`config.mk`:
```
export PLATFORM = sky130hd
export DESIGN_NAME = mac_unit
export DESIGN_NICKNAME = d
export VERILOG_FILES = /design/src/rtl/mac_pkg.sv /design/src/rtl/mac_mult.sv /design/src/rtl/mac_addsub.sv /design/src/rtl/mac_post.sv /design/src/rtl/mac_unit.sv
export SDC_FILE = /design/constraint.sdc
export NUM_CORES = 1
export LEC_CHECK = 0
export CAP_MARGIN = 20
export CORE_MARGIN = 3
export CORE_UTILIZATION = 50
export CTS_CLUSTER_SIZE = 8
export DETAILED_ROUTE_END_ITERATION = 16
export PLACE_DENSITY = 0.79
export SLEW_MARGIN = 20
export SYNTH_ARGS = -nofsm -noshare
export SYNTH_HDL_FRONTEND = slang
export SYNTH_SLANG_ARGS = --single-unit
```
`constraint.sdc`:
```
create_clock -name clk -period 44 [get_ports clk]
set_clock_uncertainty 0.1 [all_clocks]
set_input_delay 13.2 -clock clk [delete_from_list [all_inputs] [get_ports clk]]
set_output_delay 13.2 -clock clk [all_outputs]
set_load 0.1 [all_outputs]
```
`src/rtl/mac_pkg.sv`:
```
package mac_pkg;

  typedef enum logic {
    DIR_SUB = 1'b0,
    DIR_ADD = 1'b1
  } mac_dir_e;

  // per-cycle adder outcome
  typedef struct packed {
    logic wrapped;   // signed overflow of the accumulator adder
    logic neg;       // sign of the wrapped sum
  } add_flags_t;

endpackage

```
`src/rtl/mac_mult.sv`:
```
module mac_mult #(
  parameter int A_W = 18,
  parameter int B_W = 18,
  localparam int P_W = A_W + B_W
) (
  input  logic signed [A_W-1:0] a,
  input  logic signed [B_W-1:0] b,
  output logic signed [P_W-1:0] p
);
  always_comb p = P_W'(a) * P_W'(b);
endmodule

```
`src/rtl/mac_addsub.sv`:
```
module mac_addsub
  import mac_pkg::*;
#(
  parameter int ACC_W = 52,
  parameter int P_W   = 36,
  parameter int PRE_W = 36,
  localparam int LOW_W = ACC_W - PRE_W
) (
  input  logic [ACC_W-1:0]       acc_q,
  input  logic signed [P_W-1:0]  prod,
  input  mac_dir_e               dir,
  input  logic                   load,
  input  logic [PRE_W-1:0]       preload,
  output logic [ACC_W-1:0]       sum,
  output add_flags_t             flags
);
  logic [ACC_W-1:0] fb_term;
  logic [ACC_W-1:0] prod_ext;
  logic [ACC_W-1:0] addend;

  always_comb begin
    fb_term  = load ? {preload, {LOW_W{1'b0}}} : acc_q;
    prod_ext = ACC_W'(prod);
    addend   = (dir == DIR_ADD) ? prod_ext : (~prod_ext + 1'b1);
    sum      = fb_term + addend;
    flags.wrapped = (fb_term[ACC_W-1] == addend[ACC_W-1]) &&
                    (sum[ACC_W-1] != fb_term[ACC_W-1]);
    flags.neg     = sum[ACC_W-1];
  end
endmodule

```
`src/rtl/mac_post.sv`:
```
module mac_post #(
  parameter int ACC_W = 52,
  parameter int RND_W = 15,
  parameter int SAT_W = 31
) (
  input  logic [ACC_W-1:0] val,
  input  logic             rnd_en,
  input  logic             sat_en,
  output logic [ACC_W-1:0] res,
  output logic             clamped
);
  localparam int TOP_W = ACC_W - SAT_W + 1;
  localparam logic [ACC_W-1:0] POS_LIM = {{TOP_W{1'b0}}, {(SAT_W-1){1'b1}}};
  localparam logic [ACC_W-1:0] NEG_LIM = {{TOP_W{1'b1}}, {(SAT_W-1){1'b0}}};

  function automatic logic fits(input logic [ACC_W-1:0] v);
    return (v[ACC_W-1:SAT_W-1] == {TOP_W{1'b0}}) ||
           (v[ACC_W-1:SAT_W-1] == {TOP_W{1'b1}});
  endfunction

  logic [ACC_W-1:0] rounded;

  generate
    if (RND_W > 0) begin : g_rnd
      localparam logic [ACC_W-1:0] HALF = ACC_W'(1) << (RND_W - 1);
      logic [ACC_W-1:0] bumped;
      always_comb begin
        bumped  = val + HALF;
        rounded = rnd_en ? {bumped[ACC_W-1:RND_W], {RND_W{1'b0}}} : val;
      end
    end else begin : g_nornd
      always_comb rounded = val;
    end
  endgenerate

  always_comb begin
    clamped = sat_en && !fits(rounded);
    if (clamped) res = rounded[ACC_W-1] ? NEG_LIM : POS_LIM;
    else         res = rounded;
  end
endmodule

```
`src/rtl/mac_unit.sv`:
```
module mac_unit
  import mac_pkg::*;
#(
  parameter int A_W   = 18,
  parameter int B_W   = 18,
  parameter int ACC_W = 52,
  parameter int PRE_W = 36,
  parameter int RND_W = 15,
  parameter int SAT_W = 31,
  localparam int P_W  = A_W + B_W
) (
  input  logic             clk,
  input  logic             rst,
  input  logic [A_W-1:0]   op_a,
  input  logic [B_W-1:0]   op_b,
  input  logic             add_dir,
  input  logic             load,
  input  logic [PRE_W-1:0] preload,
  input  logic             rnd_en,
  input  logic             sat_en,
  output logic [ACC_W-1:0] acc_out,
  output logic             ovf_pulse,
  output logic             sat_hit
);
  logic signed [P_W-1:0] prod;
  logic [ACC_W-1:0]      acc_q;
  logic [ACC_W-1:0]      sum;
  add_flags_t            flags;
  logic [ACC_W-1:0]      shown;
  logic                  clamp_now;
  logic                  ovf_evt;
  logic                  evt_q;
  mac_dir_e              dir;

  assign dir     = mac_dir_e'(add_dir);
  assign ovf_evt = flags.wrapped;

  mac_mult #(.A_W(A_W), .B_W(B_W)) u_mult (
    .a(op_a), .b(op_b), .p(prod)
  );

  mac_addsub #(.ACC_W(ACC_W), .P_W(P_W), .PRE_W(PRE_W)) u_add (
    .acc_q(acc_q), .prod(prod), .dir(dir), .load(load),
    .preload(preload), .sum(sum), .flags(flags)
  );

  mac_post #(.ACC_W(ACC_W), .RND_W(RND_W), .SAT_W(SAT_W)) u_post (
    .val(sum), .rnd_en(rnd_en), .sat_en(sat_en),
    .res(shown), .clamped(clamp_now)
  );

  always_ff @(posedge clk) begin
    if (rst) begin
      acc_q     <= '0;
      acc_out   <= '0;
      evt_q     <= 1'b0;
      ovf_pulse <= 1'b0;
      sat_hit   <= 1'b0;
    end else begin
      acc_q     <= sum;
      acc_out   <= shown;
      evt_q     <= ovf_evt;
      ovf_pulse <= ovf_evt && !evt_q;
      sat_hit   <= clamp_now;
    end
  end
endmodule

```
==> Implementation_results.wiki <==
{| class="wikitable"
! Metric !! Value
|-
| Data arrival at the endpoint of the critical path || 27.60 ns
|-
| Leading register cell type out of synthesis || sky130_fd_sc_hd__dfxtp_1
|-
| Remaining Overflow, GRT || 0
|-
| Post-synthesis net count || 3179
|-
| Global routing usage on met1 || 34.3%
|-
| Cells taking the most area after synthesis || sky130_fd_sc_hd__fa_1 30%, sky130_fd_sc_hd__dfxtp_1 9.8%, sky130_fd_sc_hd__ha_1 8.3%
|-
| Number of gates resized after CTS || 0
|-
| Drt drc || 0
|-
| Standard cell core area || 43300 um^2
|-
| Share of the synthesized netlist area taken by xor and xnor gates || 5.54%
|-
| Number of synthesized register bits || 107
|-
| Max-slew headroom at the worst pin || 26.7%
|-
| Share of the synthesized area in compound gates (AO/OA/AOI/OAI) || 13.5%
|-
| Antenna violations before repair || 0
|-
| Postcts setup bufs || 0
|-
| Final weighted congestion in routability-driven placement || 0.976
|-
| H-tree Lvls || 3
|-
| Antenna Diode Count || 0
|-
| Critical-path maximum fanout || 31
|-
| Starting utilization of the core area || 50.8%
|-
| Largest area contributor in the synthesized netlist || sky130_fd_sc_hd__fa_1
|-
| Fraction of final layout cells sized beyond drive strength 1 || 4.89%
|-
| Hpwl dp || 50100 um
|-
| Number of max-cap violations || 0
|-
| Reg clk slew, reported paths || 0.08 ns
|-
| Final period util || 62.3%
|-
| Wire length of the first global-routing pass || 100000 um
|-
| Highest-utilization routing layer at the global route stage || met2
|-
| Category of the most critical setup path || input port to register
|-
| Die height || 216 um
|-
| Final count of pins violating max slew || 0
|-
| Worst R2R Path Depth || 24
|-
| F_max || 0.0365 GHz
|-
| Sequential element share of the synthesized area || 9.75%
|-
| Asr flop ratio synth || 0%
|-
| Number of vias per cell after detailed routing || 5.78
|-
| Slowest cell on the critical path || sky130_fd_sc_hd__clkdlybuf4s50_1
|-
| Total Neg Setup Slack || 0 ns
|-
| Main combinational cell family by area after synthesis || adder cells
|-
| Count of flip-flops with a built-in enable after synthesis || 0
|-
| Number of cells on the worst hold path || 1
|-
| Post-cts hold buffer count || 0
|-
| Run status || complete, no violations
|-
| GR Layer Usage met3 || 3.24%
|-
| Cell mode on critical path || sky130_fd_sc_hd__fa_1
|-
| Startpoint kind of the worst setup timing path || input port
|-
| Clock tree from TritonCTS || yes
|-
| Fraction of post-synthesis cell area in the top cell type by area || 30.1%
|-
| Post-Synth Adder-Cell Area || 38.4%
|-
| Die Wd || 216 um
|-
| Hold/Removal Path Class || register to register
|-
| Hold Worst Slack || 0.301 ns
|-
| Unrepaired setup endpoints after global routing || false
|-
| Worst setup EP type || register
|-
| Pin count of the biggest net entering global routing || 68
|-
| Number of port buffers || 131
|-
| Initial DRC count || 1416
|-
| Total wire length || 60300 um
|-
| Area growth, synth to finish || 8.73%
|-
| Required time at the worst-slack endpoint || 44.18 ns
|-
| Area of the mapped netlist || 22000 um^2
|-
| Mux cell area share after synthesis || 2.59%
|-
| Total via count in the routed design || 18800
|-
| Biggest cell delay along the critical path || 0.77 ns
|-
| Global-route total usage across every layer || 26.6%
|-
| Via count of the first global-routing pass || 19700
|-
| Number of clock sinks || 107
|-
| Count of yosys warnings during synthesis || 0
|-
| Post-Synth Simple-Gate Area || 21.1%
|-
| Clock Latency Late Sink || 0.38 ns
|-
| Number of routed nets with antenna violations || 0
|-
| Count of boundary I/O pins || 132
|-
| Mean area per synthesized cell || 8.37 um^2
|-
| Shortest period the worst path allows || 27.42 ns
|-
| Tightest Pin Transition || 1.09 ns
|-
| Post-Place Cells || 3229
|-
| Number of placement rows || 76
|-
| Number of setup violations in the final report || 0
|-
| Wire per inst || 18.6 um
|-
| Met2 track utilization from global routing || 45.5%
|-
| Area of the die || 46500 um^2
|-
| Post-synth cell types || 88
|-
| Initial DRT Pass Iterations || 5
|-
| Number of buffers inserted during clock tree synthesis || 9
|-
| Final Instance Count excl. Fillers || 3245
|-
| Final Hold Fails || 0
|-
| Filler Cells Inserted || 3912
|-
| Number of cells produced by synthesis || 2625
|-
| Largest buffer count on any clock path || 2
|-
| Total Nets Final || 3209
|-
| Clock Tree Root || sky130_fd_sc_hd__clkbuf_16
|}
-- final timing paths --
path,from,end,slack [ns]
worst min register to register,evt_q$_SDFF_PP0_,ovf_pulse$_SDFF_PP0_,0.30
worst max register to register,acc_q[0]$_SDFF_PP0_,acc_out[2]$_SDFF_PP0_,36.86
worst max-delay path,op_b[0],acc_out[2]$_SDFF_PP0_,16.58
worst min-delay path,evt_q$_SDFF_PP0_,ovf_pulse$_SDFF_PP0_,0.30
-- layout make-up --
class                   instances  area [um^2]  area share, %
multi-input cells            1998        17800           74.6
clock buffers                  10          229          0.959
inverters                     401         1510           6.30
well taps                     585          732           3.07
clock inverters                 6         97.6          0.409
flip-flops and latches        107         2140           8.97
repair buffers                138         1350           5.67
-- per-layer routing --
metal	wire length [um]	vias up
met5	0	-
met4	2610	0
met3	3040	159
met2	29600	618
met1	25100	9333
li1	-	8658
-- cell usage in the layout (no fill, tap or decap), drive strengths merged, types with 8 or more instances in the layout --
cell type	n
a211o	9
a211oi	18
a21bo	9
a21o	28
a21oi	131
a22oi	8
a31oi	22
a41oi	11
and2	186
and3	18
and4	12
buf	9
clkbuf	10
clkdlybuf4s50	129
dfxtp	107
fa	330
ha	146
inv	402
mux2	38
mux2i	14
nand2	262
nand2b	25
nand3	33
nand4	29
nor2	148
nor2b	38
nor3	57
nor4	21
o211ai	16
o21a	13
o21ai	82
o31ai	19
or2	15
or3	16
or4	11
xnor2	75
xor2	64
-- flip-flops by register name, indices dropped and copies added, names as in the netlist --
signal	cells
acc_q	52
evt_q	1
acc_out	52
sat_hit	1
ovf_pulse	1
-- worst max-delay path, delay by kind of cell --
kind,cells,cell delay [ns]
and+or+nand+nor,15,5.60
buffers and inverters,3,1.06
AOI/OAI and AO/OA,9,2.93
adders and majority gates,8,4.03
xor gates and xnor gates,2,0.73
-- through the flow --
| step | util (%) | instance area [um^2] | worst slack, ns |
|---|---|---|---|
| finish | 55.2 | 23900 | 16.58 |
| global route | 55.2 | 23900 | 15.69 |
| CTS | 55.2 | 23900 | 16.13 |
| detailed placement | 54.4 | 23500 | 15.82 |
| global placement | 54.4 | 23500 | 16.64 |
| floorplan | - | 22000 | 18.90 |
-- Yosys cell counts (38+ instances only) --
cell type                    n
sky130_fd_sc_hd__xor2_1     64
sky130_fd_sc_hd__ha_1      146
sky130_fd_sc_hd__inv_1     401
sky130_fd_sc_hd__nor3_1     57
sky130_fd_sc_hd__nor2_1    147
sky130_fd_sc_hd__xnor2_1    75
sky130_fd_sc_hd__and2_1    185
sky130_fd_sc_hd__a21oi_1   128
sky130_fd_sc_hd__clkbuf_1   90
sky130_fd_sc_hd__mux2_2     38
sky130_fd_sc_hd__nor2b_1    38
sky130_fd_sc_hd__o21ai_0    59
sky130_fd_sc_hd__fa_1      330
sky130_fd_sc_hd__dfxtp_1   107
sky130_fd_sc_hd__nand2_1   261
-- logic make-up after synthesis --
group | count (synthesis)
flip-flops | 107
multiplexers | 52
XOR/XNOR | 139
AND/OR/NAND/NOR | 897
adder cells (fa/ha/maj) | 476
AO/OA/AOI/OAI | 434
buffers and inverters | 520
Power is left out: the tool's default activity adds up to more than one toggle a clock period on the data nets, which glitch-free logic cannot reach.
